--- src/rtl/vld_pkg.sv ---
package vld_pkg;
   typedef enum logic {
      STR_ELEM = 1'b0,
      STR_REG  = 1'b1
   } stride_src_e;
endpackage

--- src/rtl/vld_lane_mask.sv ---
module vld_lane_mask #(
   parameter int MAX_VL = 8,
   parameter int VL_W   = 4
) (
   input  logic [VL_W-1:0]   vl,
   input  logic [MAX_VL-1:0] pred,
   input  logic              pred_en,
   input  logic              pred_inv,
   output logic [MAX_VL-1:0] lane_on
);
   for (genvar g = 0; g < MAX_VL; g++) begin : g_lane
      assign lane_on[g] = (VL_W'(g) < vl) && (!pred_en || (pred[g] ^ pred_inv));
   end
endmodule

--- src/rtl/vld_low_pick.sv ---
module vld_low_pick #(
   parameter int N  = 8,
   parameter int IW = 3
) (
   input  logic [N-1:0]  vec,
   output logic [IW-1:0] idx,
   output logic          any
);
   always_comb begin
      idx = '0;
      for (int i = N - 1; i >= 0; i--) begin
         if (vec[i]) idx = IW'(i);
      end
   end
   assign any = |vec;
endmodule

--- src/rtl/vld_addr_gen.sv ---
module vld_addr_gen
   import vld_pkg::*;
#(
   parameter int ADDR_W = 32,
   parameter int EW     = 3,
   parameter int SEG_W  = 3
) (
   input  logic [ADDR_W-1:0] base,
   input  logic [ADDR_W-1:0] elem_size,
   input  logic [ADDR_W-1:0] stride_val,
   input  stride_src_e       stride_src,
   input  logic              indexed,
   input  logic [ADDR_W-1:0] idx_off,
   input  logic [EW-1:0]     elem,
   input  logic [SEG_W-1:0]  seg,
   input  logic [SEG_W-1:0]  seg_len,
   output logic [ADDR_W-1:0] addr
);
   logic [ADDR_W-1:0] stride, seg_cnt, walk_off, lane_off;

   assign stride   = (stride_src == STR_REG) ? stride_val : elem_size;
   assign seg_cnt  = ADDR_W'(seg_len) + ADDR_W'(1);
   assign walk_off = ADDR_W'(elem) * seg_cnt * stride;
   assign lane_off = indexed ? idx_off : walk_off;
   assign addr     = base + lane_off + ADDR_W'(seg) * stride;
endmodule

--- src/rtl/vld_addr_walker.sv ---
module vld_addr_walker
   import vld_pkg::*;
#(
   parameter int ADDR_W = 32,
   parameter int MAX_VL = 8,
   parameter int SEG_W  = 3,
   parameter int REG_W  = 5,
   localparam int EW    = $clog2(MAX_VL),
   localparam int VL_W  = $clog2(MAX_VL + 1)
) (
   input  logic                     clk,
   input  logic                     rst_n,
   input  logic                     start,
   input  logic [ADDR_W-1:0]        base,
   input  logic [ADDR_W-1:0]        elem_size,
   input  logic                     stride_sel,
   input  logic [ADDR_W-1:0]        stride_val,
   input  logic                     idx_en,
   input  logic [MAX_VL*ADDR_W-1:0] idx_offs,
   input  logic [SEG_W-1:0]         seg_len,
   input  logic [VL_W-1:0]          vl,
   input  logic [MAX_VL-1:0]        pred,
   input  logic                     pred_en,
   input  logic                     pred_inv,
   input  logic [REG_W-1:0]         rd_base,
   output logic                     req_valid,
   input  logic                     req_ready,
   output logic [ADDR_W-1:0]        req_addr,
   output logic [REG_W-1:0]         req_reg,
   output logic [EW-1:0]            req_elem,
   output logic                     done
);
   if (ADDR_W < 8) begin : g_bad_aw
      $error("ADDR_W must be at least 8");
   end
   if (MAX_VL < 2) begin : g_bad_vl
      $error("MAX_VL must be at least 2");
   end
   if (SEG_W < 1 || REG_W < 1) begin : g_bad_fld
      $error("SEG_W and REG_W must be positive");
   end

   logic [ADDR_W-1:0] base_q, esize_q, stride_q;
   stride_src_e       src_q;
   logic              idx_q;
   logic [ADDR_W-1:0] offs_q [MAX_VL];
   logic [SEG_W-1:0]  seg_len_q, seg_q;
   logic [REG_W-1:0]  rd_q;
   logic [MAX_VL-1:0] rem_q, lane_on, rem_after;
   logic [EW-1:0]     cur_elem;
   logic              any_left, accept, last_seg;

   vld_lane_mask #(.MAX_VL(MAX_VL), .VL_W(VL_W)) u_mask (
      .vl(vl), .pred(pred), .pred_en(pred_en), .pred_inv(pred_inv), .lane_on(lane_on)
   );

   vld_low_pick #(.N(MAX_VL), .IW(EW)) u_pick (
      .vec(rem_q), .idx(cur_elem), .any(any_left)
   );

   vld_addr_gen #(.ADDR_W(ADDR_W), .EW(EW), .SEG_W(SEG_W)) u_agen (
      .base(base_q), .elem_size(esize_q), .stride_val(stride_q), .stride_src(src_q),
      .indexed(idx_q), .idx_off(offs_q[cur_elem]), .elem(cur_elem), .seg(seg_q),
      .seg_len(seg_len_q), .addr(req_addr)
   );

   assign req_valid = any_left;
   assign req_elem  = cur_elem;
   assign req_reg   = rd_q + REG_W'(seg_q);
   assign accept    = any_left && req_ready;
   assign last_seg  = (seg_q == seg_len_q);
   assign rem_after = rem_q & ~(MAX_VL'(1) << cur_elem);

   // command capture, only when idle
   always_ff @(posedge clk) begin
      if (!any_left && start) begin
         base_q    <= base;
         esize_q   <= elem_size;
         stride_q  <= stride_val;
         src_q     <= stride_src_e'(stride_sel);
         idx_q     <= idx_en;
         seg_len_q <= seg_len;
         rd_q      <= rd_base;
         for (int i = 0; i < MAX_VL; i++) begin
            offs_q[i] <= idx_offs[i*ADDR_W +: ADDR_W];
         end
      end
   end

   // walk state
   always_ff @(posedge clk or negedge rst_n) begin
      if (!rst_n) begin
         rem_q  <= '0;
         seg_q  <= '0;
         done   <= 1'b0;
      end else begin
         done <= 1'b0;
         if (!any_left) begin
            if (start) begin
               rem_q <= lane_on;
               seg_q <= '0;
               done  <= ~|lane_on;
            end
         end else if (accept) begin
            if (last_seg) begin
               seg_q <= '0;
               rem_q <= rem_after;
               done  <= ~|rem_after;
            end else begin
               seg_q <= seg_q + SEG_W'(1);
            end
         end
      end
   end

   p_hold_r8: assert property (@(posedge clk) disable iff (!rst_n)
      (req_valid && !req_ready) |=>
         (req_valid && $stable(req_addr) && $stable(req_reg) && $stable(req_elem)));

   p_order_r8: assert property (@(posedge clk) disable iff (!rst_n)
      (req_valid && $past(req_valid)) |-> (req_elem >= $past(req_elem)));

   p_done_end_r10: assert property (@(posedge clk) disable iff (!rst_n)
      $fell(req_valid) |-> done);

   p_done_idle_r10: assert property (@(posedge clk) disable iff (!rst_n)
      done |-> !req_valid);
endmodule

--- config.mk ---
export PLATFORM = sky130hd
export DESIGN_NAME = vld_addr_walker
export DESIGN_NICKNAME = d
export VERILOG_FILES = /design/src/rtl/vld_pkg.sv /design/src/rtl/vld_lane_mask.sv /design/src/rtl/vld_low_pick.sv /design/src/rtl/vld_addr_gen.sv /design/src/rtl/vld_addr_walker.sv
export SDC_FILE = /design/constraint.sdc
export NUM_CORES = 1
export LEC_CHECK = 0
export ABC_AREA = 1
export CAP_MARGIN = 15
export CORE_ASPECT_RATIO = 1.5
export CORE_MARGIN = 4
export CORE_UTILIZATION = 60
export DETAILED_ROUTE_END_ITERATION = 6
export PLACE_DENSITY = 0.86
export REMOVE_ABC_BUFFERS = 1
export SETUP_SLACK_MARGIN = 0.2
export SYNTH_ARGS = -nofsm -noshare
export SYNTH_HDL_FRONTEND = slang
export SYNTH_SLANG_ARGS = --single-unit
--- constraint.sdc ---
create_clock -name clk -period 54.2 [get_ports clk]
set_clock_uncertainty 0.15 [all_clocks]
set_input_delay 16.26 -clock clk [delete_from_list [all_inputs] [get_ports clk]]
set_output_delay 16.26 -clock clk [all_outputs]
set_load 0.05 [all_outputs]
# After elaboration in Yosys (flattened, before gate mapping)
# Memories as Yosys holds them, arrays and structs flattened.
# Index checks and enable logic that the tools add are counted.
# Widths: inputs -> output; s select.
totals:
  register_bits: 118
  mem_bits_rw: 256
  word_cells: 93
  memories: 1
memory_table:
  columns: ["memory", "words", "word_bits", "rd", "rd_clocked_by_memory_dff", "write_ports", "line_no", "rtl"]
  rows:
  - ["offs_q", 8, 32, 1, 0, 8, "vld_addr_walker.sv:46", "logic [ADDR_W-1:0] offs_q [MAX_VL];"]
classes:
  add_sub_neg: 5
  n_mul: 3
  magnitude_cmp: 8
  n_eq_ne: 3
  n_shift: 1
  n_mux: 24
  n_bitwise: 10
  reduce_logical: 28
ops:
  columns: ["operator", "n"]
  rows:
  - ["$add 32x32->32", 2]
  - ["$mul 3x32->32", 2]
  - ["$mux 32", 2]
  - ["$mux 3", 12]
  - ["$mul 32x32->32", 1]
  - ["$mux 8", 4]
  - ["$reduce_or 8->1", 3]
  - ["$lt 3x4->1 const A", 4]
  - ["$logic_and 1x1->1", 10]
  - ["$and 8x8->8", 1]
  - ["$logic_or 1x1->1", 8]
  - ["$lt 1x4->1 const A", 2]
  - ["$lt 2x4->1 const A", 2]
  - ["$not 8->8", 1]
  - ["$shl 1x3->8 const A", 1]
  - ["$xor 1x1->1", 8]
  - ["$mux 1", 6]
  - ["$add 5x3->5", 1]
  - ["$add 3x1->4 const B", 1]
  - ["$logic_not 1->1", 4]
  - ["$ne 2x1->1 const B", 2]
  - ["$add 3x1->3 const B", 1]
  - ["$eq 3x3->1", 1]
  - ["$reduce_and 3->1", 1]
  - ["2 further kinds", 2]

# Logic depth before layout (Yosys ltp)
logic_depth:
  ltp_word: 16
  mapped_depth: 57

# Modules after synthesis
# Synthesis repeated with hierarchy kept, for this count alone.
hier_totals:
  cells_unflattened: 2757
  area_unflattened_um2: 25695.9
by_module_without_submodules:
  columns: ["mod", "instances", "cells_each", "area_per_inst_um2"]
  rows:
  - ["vld_addr_walker", 1, 921, 13714.4]
  - ["vld_addr_gen", 1, 1751, 11637.4]
  - ["vld_lane_mask", 1, 63, 245.2]
  - ["vld_low_pick", 1, 22, 98.8]

# Worst setup path after synthesis
# Ideal clock, no wire load.
synth_path:
  path_kind: "input to register"
  from: "input start"
  to: "register rem_q[2]"
  arrival_time_ps: 32429
  t_required_ps: 53921
  path_slack_ps: 21492
  stages: 8
  path_buffers: 1
  cell_sequence: "inv_1 nor2_1 a21oi_1 inv_1 nand2_1 inv_1 buf_2 o21ai_0"
synth_via:
  elab_chain_cells: 2
synth_lines:
  columns: ["item", "line_no", "rtl"]
  rows:
  - ["start, declared", "vld_addr_walker.sv:13", "input logic start,"]
  - ["$reduce_bool 2->1 (no source line)", null, null]
  - ["$reduce_and 3->1 (no source line)", null, null]
  - ["end signal, assigned", "vld_addr_walker.sv:100", "rem_q <= lane_on;"]
  - ["end signal, assigned", "vld_addr_walker.sv:107", "rem_q <= rem_after;"]
  - ["end, declared", "vld_addr_walker.sv:49", "logic [MAX_VL-1:0] rem_q, lane_on, rem_after;"]
# Every way passes these cells.
# A chain may end at the register's enable or synchronous reset.

# Worst setup path after layout
layout_path:
  from: "register rem_q[0]"
  to: "output req_addr[31]"
layout_via:
  elab_chain_cells: 6
  word_cells_on_any_way: 7
layout_lines:
  columns: ["item", "line_no", "rtl"]
  rows:
  - ["$mux 3 (*)", "vld_low_pick.sv:12", "if (vec[i]) idx = IW'(i);"]
  - ["$mul 3x32->32", "vld_addr_gen.sv:23", "assign walk_off = ADDR_W'(elem) * seg_cnt * stride;"]
  - ["$mul 32x32->32", "vld_addr_gen.sv:23", null]
  - ["$mux 32 (*)", "vld_addr_gen.sv:24", "assign lane_off = indexed ? idx_off : walk_off;"]
  - ["$add 32x32->32 (*) (2 in a row)", "vld_addr_gen.sv:25", "assign addr = base + lane_off + ADDR_W'(seg) * stride;"]
  - ["end, declared", "vld_addr_walker.sv:28", "output logic [ADDR_W-1:0] req_addr,"]
# Every way passes the cells marked *; elsewhere a longest branch is shown, timed or not.

==> impl_metrics.py <==
metrics = {
    "run_status": {
        "status": "finished, final reports clean",
    },
    "critical_path": {
        "crit_path_max_fanout": 21,
        "worstSetupEndpointType": "primary output",
        "crit_arrival_ns": 13.23,
        "r2r_slack_ns": 49.01,
        "cp_slowest_cell": "fa_1",
        "cpPeakStageDelay_ns": 1.20,
        "reg2reg_from": "rem_q[7]",
        "reg2reg_to": "offs_q[6][26]",
        "required_ns": 37.79,
        "reg2regPathDepth": 9,
        "worstSetupPathType": "flip-flop to primary output",
        "crit_top_cell": "nand2_1",
        "cp-start-kind": "flip-flop",
    },
    "logic_synthesis": {
        "synth-edff-count": 362,
        "ys_seq_area_frac": 0.418,
        "async_flop_share": 0.0321,
        "synth_area_per_cell_sq_um": 10.1,
        "synth_cells": 2657,
        "ys_seq_elements": 374,
        "yosysWarnings": 0,
        "ys_dominant_reg_cell": "edfxtp_1",
        "synth_cell_types": 53,
        "synth_area_sq_um": 26700,
    },
    "floorplanning": {
        "die-area_sq_um": 48100,
        "die_h_microns": 267,
        "core_area_sq_um": 44000,
        "ios": 422,
        "die_x_microns": 180,
        "rows": 94,
        "start_util": 0.608,
    },
    "timing": {
        "whs_ns": 0.430,
        "finalCritPeriodShare": 0.547,
        "slew_viol_final": 0,
        "tightest_slew_ns": 1.16,
        "setup_viol": 0,
        "max_slew_margin": 0.226,
        "tns_ns": 0,
        "hold_viol_final": 0,
        "layout_setup_ws_ns": 24.56,
        "period_minus_slack_ns": 29.64,
        "rsz0062_at_grt": "no",
        "max_freq_ghz": 0.0337,
    },
    "finish": {
        "regArea_sq_um": 11200,
        "drive_gt1_frac": 0.0398,
        "layout_commonest_cell": "nand2_1",
        "nFillCells": 2953,
        "multi_input_area_sq_um": 13600,
        "syn_to_final_growth_pct": 22.6,
        "final_nets": 3903,
        "mostFrequentLayoutCells": "569 x nand2_1, 438 x inv_1, 421 x clkdlybuf4s50_1",
    },
    "clocking": {
        "htreeDepth": 2,
        "post_cts_buffers": 0,
        "clock_latency_ns": 0.54,
        "postCtsHoldBufs": 0,
        "cts_tree": "built",
        "cts_made_buffers": 35,
        "clock_path_buffers": 3,
        "path_clk_slew_ns": 0.06,
        "cts-resized-gates": 0,
        "clkSinkCount": 374,
        "cts_root_buf": "clkbuf_16",
    },
    "route": {
        "wl_per_cell_microns": 21.1,
        "ant_nets": 0,
        "drc": 0,
        "firstDrtPassIters": 6,
        "avgViaCountPerCell": 5.73,
        "via_count": 21000,
        "routed_wl_mm": 77.5,
        "drt_iter0_markers": 1643,
    },
    "global_route": {
        "grt_max_degree": 95,
        "grt_pass1_wl_mm": 120,
        "grt_pass1_vias": 22700,
        "track_usage": 0.319,
        "antenna_found_initial": 4,
        "grt_overflow": 0,
    },
    "job": {
        "maxCapViolCount": 0,
    },
    "place": {
        "dp_hpwl_mm": 61.5,
        "place.gp.congestion": 0.944,
        "port_buffers": 421,
        "dp_slack_ns": 25.28,
    },
    "hold_path": {
        "min-delay-start": "rem_q[6]",
        "worstHoldEndpoint": "rem_q[6]",
        "hp-class": "flip-flop to flip-flop",
        "min_path_cells": 2,
    },
}
==> critical path, delay by kind of cell (launching register included) <==
family	cells	cell delay, ns
adder cells (fa/ha/maj)	14	6.31
flip-flops	1	0.43
AND/OR/NAND/NOR	23	3.63
AO/OA/AOI/OAI	2	0.33
buffers and inverters	11	2.01
==> worst max path at each step <==
stage	start	to	slack (ns)	depth (start not counted)
2_1_floorplan	start	rem_q[2]	21.49	8
3_3_place_gp	rem_q[0]	req_addr[31]	25.53	53
3_5_place_dp	rem_q[0]	req_addr[31]	25.28	53
4_1_cts	rem_q[0]	req_addr[31]	24.65	53
5_1_grt	rem_q[0]	req_addr[29]	23.89	46
6_report	rem_q[0]	req_addr[31]	24.56	50
==> state kept, by name, summed over array words and instances, names as in the netlist <==
signal     cells
stride_q      32
offs_q       256
seg_q          3
rem_q          8
idx_q          1
seg_len_q      3
esize_q       32
rd_q           5
done           1
base_q        32
src_q          1
==> final cells by class <==
cell class                 instances  area share
antenna                            4    0.000305
tap                              576      0.0220
inverter                         450      0.0515
sequential                       374       0.341
multi-input combinational       1762       0.415
clock buffer                      38      0.0277
clock inverter                    26     0.00916
timing repair buffer             443       0.134
==> cell families (layout without fill, tap and decap cells) <==
group | count (synthesis) | after routing | share of synthesized area
AO/OA/AOI/OAI | 347 | 347 | 0.0764
XOR/XNOR | 54 | 54 | 0.0177
adder cells (fa/ha/maj) | 457 | 457 | 0.276
buffers and inverters | 521 | 957 | 0.0742
flip-flops | 374 | 374 | 0.418
other | 0 | 4 | 0
AND/OR/NAND/NOR | 904 | 904 | 0.138
==> cells in the mapped netlist (5+ instances only) <==
cell type	number	area share
inv_1	438	0.062
nand4_1	33	0.0077
o21ai_1	19	0.0036
or2_2	19	0.0044
o21bai_1	5	0.0014
fa_1	220	0.16
nand2_1	569	0.080
ha_1	237	0.11
a21o_1	7	0.0020
a31oi_1	13	0.0030
edfxtp_1	362	0.41
inv_2	8	0.0011
xnor2_1	23	0.0075
a21oi_1	99	0.019
clkbuf_1	52	0.0073
buf_2	13	0.0024
a22oi_1	40	0.011
nand2_2	7	0.0016
nor2_1	182	0.026
xor2_1	31	0.010
o22ai_1	9	0.0021
nor3_1	14	0.0026
nand3_1	63	0.012
a41oi_1	15	0.0049
dfrtp_1	12	0.011
o21ai_0	113	0.021
==> metrics by stage <==
stage                     cell area, sq um  utilization  instances
final                                32800        0.745       3673
after global routing                 32800        0.745       3673
after CTS                            32800        0.745       3669
after detailed placement             31600        0.718       3605
after global placement               31600        0.718       3605
after floorplan                      26400            -       2586
==> routing by layer <==
| layer | vias up | part of all wire | track usage |
|---|---|---|---|
| met1 | 10200 | 0.35 | 0.362 |
| met3 | 241 | 0.079 | 0.0585 |
| met5 | - | 0 | 0 |
| li1 | 9560 | - | - |
| met4 | 0 | 0.055 | 0.151 |
| met2 | 1084 | 0.52 | 0.581 |
Power is not shown: default switching activity piles up to over one toggle a cycle in this logic, so the estimate is an artifact.
